===== src/rtl/glyph_ticker.sv =====
module glyph_ticker #(
  parameter bit TRAIL_SPACE = 1'b1
) (
  input  logic       clk,
  input  logic       rst,
  input  logic       adv,
  output logic [6:0] seg,
  output logic       led_red,
  output logic       led_blue
);

  localparam logic [6:0] G_P  = 7'h73;
  localparam logic [6:0] G_L  = 7'h38;
  localparam logic [6:0] G_A  = 7'h77;
  localparam logic [6:0] G_N  = 7'h54;
  localparam logic [6:0] G_E  = 7'h79;
  localparam logic [6:0] G_SP = 7'h00;
  localparam logic [6:0] G_B  = 7'h7C;
  localparam logic [6:0] G_O  = 7'h5C;
  localparam logic [6:0] G_R  = 7'h50;
  localparam logic [6:0] G_D  = 7'h5E;
  localparam logic [7:0] S_FIRST = {1'b0, G_P};

  logic [7:0] state, state_nxt;

  function automatic logic [7:0] next_of(input logic [7:0] s);
    case (s)
      {1'b0, G_P}:  next_of = {1'b0, G_L};
      {1'b0, G_L}:  next_of = {1'b0, G_A};
      {1'b0, G_A}:  next_of = {1'b0, G_N};
      {1'b0, G_N}:  next_of = {1'b0, G_E};
      {1'b0, G_E}:  next_of = {1'b0, G_SP};
      {1'b0, G_SP}: next_of = {1'b1, G_B};
      {1'b1, G_B}:  next_of = {1'b1, G_O};
      {1'b1, G_O}:  next_of = {1'b1, G_A};
      {1'b1, G_A}:  next_of = {1'b1, G_R};
      {1'b1, G_R}:  next_of = {1'b1, G_D};
      {1'b1, G_D}:  next_of = TRAIL_SPACE ? {1'b1, G_SP} : S_FIRST;
      default:      next_of = S_FIRST;
    endcase
  endfunction

  assign state_nxt = next_of(state);

  always_ff @(posedge clk) begin
    if (rst)      state <= S_FIRST;
    else if (adv) state <= state_nxt;
  end

  assign seg      = state[6:0];
  assign led_red  = ~state[7];
  assign led_blue = state[7];

endmodule


===== config.mk =====
export PLATFORM = sky130hd
export DESIGN_NAME = glyph_ticker
export DESIGN_NICKNAME = d
export VERILOG_FILES = /design/src/rtl/glyph_ticker.sv
export SDC_FILE = /design/constraint.sdc
export NUM_CORES = 1
export LEC_CHECK = 0
export ABC_AREA = 0
export ABC_CLOCK_PERIOD_IN_PS = 1570
export BUFFER_PORTS_ARGS = -buffer_cell sky130_fd_sc_hd__buf_2
export CAP_MARGIN = 10
export CELL_PAD_IN_SITES_DETAIL_PLACEMENT = 1
export CELL_PAD_IN_SITES_GLOBAL_PLACEMENT = 2
export CORE_MARGIN = 5
export CORE_UTILIZATION = 25
export DETAILED_ROUTE_END_ITERATION = 10
export PLACE_DENSITY_LB_ADDON = 0.1
export SKIP_LAST_GASP = 1
export SYNTH_ARGS = -nofsm -noshare
export SYNTH_HDL_FRONTEND = slang
export SYNTH_SLANG_ARGS = --single-unit

===== constraint.sdc =====
create_clock -name clk -period 1.57 [get_ports clk]
set_input_delay 0.157 -clock clk [delete_from_list [all_inputs] [get_ports clk]]
set_output_delay 0.157 -clock clk [all_outputs]
set_load 0.05 [all_outputs]

==> flow_metrics.env, run 1 <==
export IMPL_synthMuxAreaShare_pct=0
export IMPL_worst_slack_ns=0.0194
export IMPL_setup_viol_count_final=0
export IMPL_p_leak_nw=0.360
export IMPL_final_setup_tns_ns=0
export IMPL_avgSynthCellArea_um2=8.77
export IMPL_critPathLaunchType="flip-flop"
export IMPL_startpoint="state[6]"
export IMPL_critPathMaxStageDelay_ns=0.38
export IMPL_firstDrtPassIters=4
export IMPL_stdcell_area_um2=956
export IMPL_routed_wl_mm=2.30
export IMPL_drc=0
export IMPL_async_flop_share_pct=0
export IMPL_cts_tree="built"
export IMPL_fin_nets=107
export IMPL_vdd_drop_max_mv=0.390
export IMPL_reg_top3="state x8"
export IMPL_clock_sinks=8
export IMPL_ctsHoldBuffers=0
export IMPL_path_buf_inv=1
export IMPL_drt_antenna_violating_nets=0
export IMPL_status="finished clean"
export IMPL_top_register="state"
export IMPL_dieHeight_um=63.0
export IMPL_die_x_um=63.0
export IMPL_drv_cap=0
export IMPL_synth_xor_area_share_pct=1.25
export IMPL_worstMarginPinSlew_ns=0.351
export IMPL_yosysWarnings=0
export IMPL_synth_cell_type_count=40
export IMPL_synth_top_family_by_area="simple AND/OR/NAND/NOR gates"
export IMPL_holdCritPathClass="input pin to flip-flop"
export IMPL_crit_type="flip-flop to flip-flop"
export IMPL_syn_num_nets=83
export IMPL_ys_ff_latch=8
export IMPL_layout_drive_gt1_share_pct=49.5
export IMPL_dieArea_um2=3970
export IMPL_preCtsSetupSlack_ns=-0.0379
export IMPL_dr_first_iter_drc_count=36
export IMPL_clockBufferDepth=2
export IMPL_slew_limit_headroom_pct=76.4
export IMPL_vias_per_cell=5.62
export IMPL_clkLatencyLatePin_ns=0.26
export IMPL_gp_congestion=0.791
export IMPL_synthAdderAreaFrac_pct=0
export IMPL_hold_ws_ns=0.201
export IMPL_fmax_ghz=0.645
export IMPL_post_route_util_pct=35.0
export IMPL_antenna_found_initial=0
export IMPL_synthSimpleGateAreaFrac_pct=37.4
export IMPL_port_buffers=11
export IMPL_avgRoutedWirePerCell_um=17.1
export IMPL_initial_utilization_pct=25.7
export IMPL_core_um2=2730
export IMPL_antenna_cells=0
export IMPL_num_io_pins=12
export IMPL_hold_violations=0
export IMPL_synth_compound_area_share_pct=29.6
export IMPL_report_final_slew_viol_count=0
export IMPL_grt_start_max_net_pins=14
export IMPL_clkTransAtPathRegs_ns=0.06
export IMPL_numCtsBuffers=3
export IMPL_synth_edf_count=0
export IMPL_grt_overflow_total=0
export IMPL_period_share_pct=98.8
export IMPL_num_rows=19
export IMPL_grt_pass1_wl_mm=3.83
export IMPL_fin_worst_skew_ns=0.000134
export IMPL_fill_cells=333
export IMPL_rsz0062_at_grt="yes"
export IMPL_rr_startpoint="state[6]"
export IMPL_powerDensity_nw_per_um2=769
export IMPL_seq_area_frac_synth_pct=22.8
export IMPL_dp_hpwl_mm=1.76
export IMPL_grt_use_total_pct=12.2
export IMPL_netlist_area_um2=702
export IMPL_cp_max_fo=7
export IMPL_largest_reg_flops=8
export IMPL_cp_arrival_ns=1.70
export IMPL_grt_pass1_vias=726
export IMPL_root_buffer="clkbuf_4"
export IMPL_hold_path_startpoint="rst"
export IMPL_postSynthCellCount=80
export IMPL_ys_flop_type="dfxtp_1"
export IMPL_vias=753
export IMPL_cp_end_kind="flip-flop"
export IMPL_path_cells="buf_4, and4b_1, and4_1, nor2_1, a221o_1"
export IMPL_htreeDepth=1
export IMPL_cp_slowest_cell="dfxtp_4"
export IMPL_min_period_ns=1.55
export IMPL_placed_cell_area_um2=882
export IMPL_syn_to_final_growth_pct=36.2
export IMPL_required_ns=1.72
export IMPL_critPathTopFamily="simple AND/OR/NAND/NOR gates"
## cell usage after synthesis, drive strengths merged, types with 2 or more instances
cell,n,share of area [%]
nor2,10,5.3
dfxtp,8,23
buf,7,6.8
or3,6,6.1
and4b,4,5.7
nand3,4,2.9
a211oi,3,3.9
nand4b,3,3.7
a2111oi,2,5.2
and4,2,2.5
clkbuf,2,1.1
inv,2,1.1
nor2b,2,1.8
nor3b,2,2.1
o21ai,2,1.4
o41ai,2,3.6
## final cells by class
type	count	area, µm²	area share (%)
Clock buffer	4	26.3	2.75
Inverter	2	7.51	0.785
Multi-Input combinational cell	61	512	53.5
Sequential cell	8	188	19.6
Tap cell	31	38.8	4.06
Timing Repair Buffer	28	184	19.2
## metal layers
metal	vias up	GRT usage, %	part of all wire, %
met4	0	6.37	1.8
met3	4	1.44	2.4
met1	377	16.9	49
met2	14	18.3	46
met5	-	0	0
li1	358	-	-
## stage by stage
stage / instances / total power, mW
6_report: 134 / 0.735
5_1_grt: 134 / 0.781
4_1_cts: 131 / 0.731
3_5_place_dp: 127 / 0.540
3_3_place_gp: 127 / 0.537
2_1_floorplan: 80 / 0.464
## layout by cell type (no fill, tap or decap), types with 2 or more instances in the layout
| master | n |
|---|---|
| nand4b_1 | 3 |
| a211oi_2 | 2 |
| or3_4 | 2 |
| nor3b_1 | 2 |
| and4b_1 | 4 |
| inv_1 | 2 |
| buf_4 | 15 |
| or3_1 | 4 |
| and4_1 | 2 |
| clkbuf_4 | 3 |
| dfxtp_4 | 7 |
| nor2b_1 | 2 |
| o41ai_2 | 2 |
| o21ai_1 | 2 |
| nand3_1 | 4 |
| buf_2 | 12 |
| nor2_1 | 10 |
## power by group
part / switching [mW] / internal, mW
Clock: 0.0833 / 0.0981
Sequential: 0.0281 / 0.221
Combinational: 0.189 / 0.116
Total: 0.300 / 0.435
## what timing repair did
action	in CTS	in global routing
pin swaps	1	3
setup endpoints to repair	4	6
gates resized for setup	2	5
setup buffers	0	3
## worst paths after layout
check,cells past startpoint,endpoint,slack (ns)
worst max-delay path,5,state[6],0.02
worst max register to register,5,state[6],0.02
worst min register to register,3,state[1],0.70
worst min-delay path,2,state[3],0.20
## kinds of logic (layout without fill, tap and decap cells)
logic type	count (synthesis)	in the layout
XOR/XNOR	1	1
AO/OA/AOI/OAI	20	20
flip-flops	8	8
buffers and inverters	11	34
AND/OR/NAND/NOR	40	40
Power figures use the tool's default switching activity.
==> run 2, diff against run 1 <==
--- a/config.mk
+++ b/config.mk
@@ -7,7 +7,7 @@
 export LEC_CHECK = 0
 export ABC_AREA = 0
 export ABC_CLOCK_PERIOD_IN_PS = 1570
-export BUFFER_PORTS_ARGS = -buffer_cell sky130_fd_sc_hd__buf_2
+export BUFFER_PORTS_ARGS = -buffer_cell sky130_fd_sc_hd__clkbuf_2
 export CAP_MARGIN = 10
 export CELL_PAD_IN_SITES_DETAIL_PLACEMENT = 1
 export CELL_PAD_IN_SITES_GLOBAL_PLACEMENT = 2
==> run 2 against run 1 <==
Against the previous run:
- the flow now finishes with violations (setup timing)
- final area is 0.13% higher
- non-clock buffer count is 3 higher
- routed wire length fell by 1.1%
- core utilization about the same
- first-iteration DRC count rose by 39%
- cell count up 2.2%
- global-route usage rose by 0.14 points
- sequential power about the same
- largest power group unchanged
- die area stayed put
- clock skew grew 0.0054 ns
- via count shrank 1.5%
- flip-flop and latch count stayed put
==> flow_metrics.env, run 2 (same netlist as run 1, synthesis figures left out) <==
export IMPL_status="finished, violations left"
export IMPL_violations="setup timing"
export IMPL_top_register="state"
export IMPL_internal_power_mw=0.435
export IMPL_num_io_pins=12
export IMPL_r2r_end="state[6]"
export IMPL_comb_power_share_pct=41.3
export IMPL_hold_violations=0
export IMPL_rr_startpoint="state[6]"
export IMPL_vias=742
export IMPL_hold_ws_ns=0.200
export IMPL_avgRoutedWirePerCell_um=16.6
export IMPL_grt_use_total_pct=12.4
export IMPL_num_rows=19
export IMPL_numCtsBuffers=3
export IMPL_final_setup_tns_ns=-0.0376
export IMPL_fill_cells=325
export IMPL_stdcell_area_um2=957
export IMPL_slew_limit_headroom_pct=77.6
export IMPL_crit_type="flip-flop to flip-flop"
export IMPL_die_x_um=63.0
export IMPL_clkLatencyLatePin_ns=0.26
export IMPL_topRoutingLayerUsed="met4"
export IMPL_core_um2=2730
export IMPL_antenna_cells=0
export IMPL_drv_cap=0
export IMPL_min_period_ns=1.60
export IMPL_wl_met3_um=58
export IMPL_placed_cell_area_um2=890
export IMPL_gp_congestion=0.791
export IMPL_pwr_share_seq_pct=33.8
export IMPL_ff2ff_setup_slack_ns=-0.03
export IMPL_root_buffer="clkbuf_4"
export IMPL_fin_worst_skew_ns=0.00552
export IMPL_final_cell_mix="19 x buf_4, 12 x clkbuf_2, 10 x nor2_1"
export IMPL_worst_slack_ns=-0.0301
export IMPL_preCtsSetupSlack_ns=-0.0509
export IMPL_route_met2_wl_mm=1.04
export IMPL_dieArea_um2=3970
export IMPL_initial_utilization_pct=25.7
export IMPL_dp_hpwl_mm=1.80
export IMPL_drt_antenna_violating_nets=0
export IMPL_dr_first_iter_drc_count=50
export IMPL_post_route_util_pct=35.0
export IMPL_drc=0
export IMPL_hold_end="state[3]"
export IMPL_hold_depth=2
export IMPL_rr_worst_depth=5
export IMPL_grt_overflow_total=0
export IMPL_power_total_mw=0.734
export IMPL_required_ns=1.72
export IMPL_powerDensity_nw_per_um2=767
export IMPL_antenna_found_initial=0
export IMPL_grt_start_max_net_pins=14
export IMPL_syn_to_final_growth_pct=36.4
export IMPL_firstDrtPassIters=4
export IMPL_routed_wl_mm=2.27
export IMPL_vdd_drop_max_mv=0.335
export IMPL_report_final_slew_viol_count=0
export IMPL_holdCritPathClass="input pin to flip-flop"
export IMPL_largest_reg_flops=8
export IMPL_grt_pass1_wl_mm=3.88
export IMPL_hold_path_startpoint="rst"
export IMPL_cp_max_fo=6
export IMPL_clkPwrFrac_pct=24.9
export IMPL_grt_pass1_vias=766
export IMPL_seq_area_um2=188
export IMPL_port_buffers=11
export IMPL_fmax_ghz=0.625
export IMPL_wl_met1_mm=1.14
export IMPL_htreeDepth=1
export IMPL_period_share_pct=102
export IMPL_cp_arrival_ns=1.75
export IMPL_cp_end_kind="flip-flop"
export IMPL_clock_sinks=8
export IMPL_reg_top3="state x8"
export IMPL_rsz0062_at_grt="yes"
export IMPL_vias_per_cell=5.42
export IMPL_placed_cells=128
export IMPL_fin_nets=110
export IMPL_final_common_cell="buf_4"
export IMPL_clockBufferDepth=2
export IMPL_critPathLaunchType="flip-flop"
export IMPL_multiInputGateArea_um2=494
export IMPL_worstMarginPinSlew_ns=0.336
export IMPL_clkTransAtPathRegs_ns=0.07
export IMPL_stdcell_count=137
export IMPL_p_leak_nw=0.373
export IMPL_layout_drive_gt1_share_pct=48.1
export IMPL_p_sw_share_pct=40.8
export IMPL_setup_viol_count_final=2
export IMPL_dieHeight_um=63.0
export IMPL_p_sw_mw=0.299
export IMPL_cts_tree="built"
-- run 2: how the worst max path moves through the flow --
stage	slack [ns]	cells after the start	startpoint	end
global placement	-0.06	4	state[5]	state[3]
global route	-0.09	5	state[2]	state[5]
detailed placement	-0.05	4	state[5]	state[3]
floorplan	-0.009	4	state[5]	state[3]
finish	-0.03	5	state[6]	state[6]
CTS	-0.007	4	state[6]	state[5]
-- run 2: cell type report --
cell class | instances | area share, %
Tap cell | 31 | 4.05
Sequential cell | 8 | 19.6
Inverter | 2 | 0.784
Timing Repair Buffer | 31 | 21.2
Clock buffer | 4 | 2.75
Multi-Input combinational cell | 61 | 51.6
-- run 2: per-layer routing --
metal,vias to the layer above,track usage [%]
li1,373,-
met4,0,6.37
met2,12,18.2
met3,2,1.44
met1,355,17.4
met5,-,0
-- run 2: critical path, cell delays in order, from the launching register on --
cell	delay [ns]
dfxtp_4	0.37
clkbuf_2	0.15
and4b_1	0.25
and4_1	0.31
nor2_1	0.09
a221o_1	0.31
-- run 2: what timing repair did --
item	in CTS	in global routing
buffers inserted	1	4
resized for setup	1	1
pin swaps	1	3
endpoints found under the setup margin	4	6
hold buffers	0	0
-- run 2: power by group through the flow --
stage	sequential [mW]	combinational, mW	clock (mW)
finish	0.248	0.303	0.183
detailed placement	0.256	0.285	0
global placement	0.255	0.284	0
CTS	0.252	0.287	0.193
global route	0.253	0.326	0.206
floorplan	0.304	0.160	0
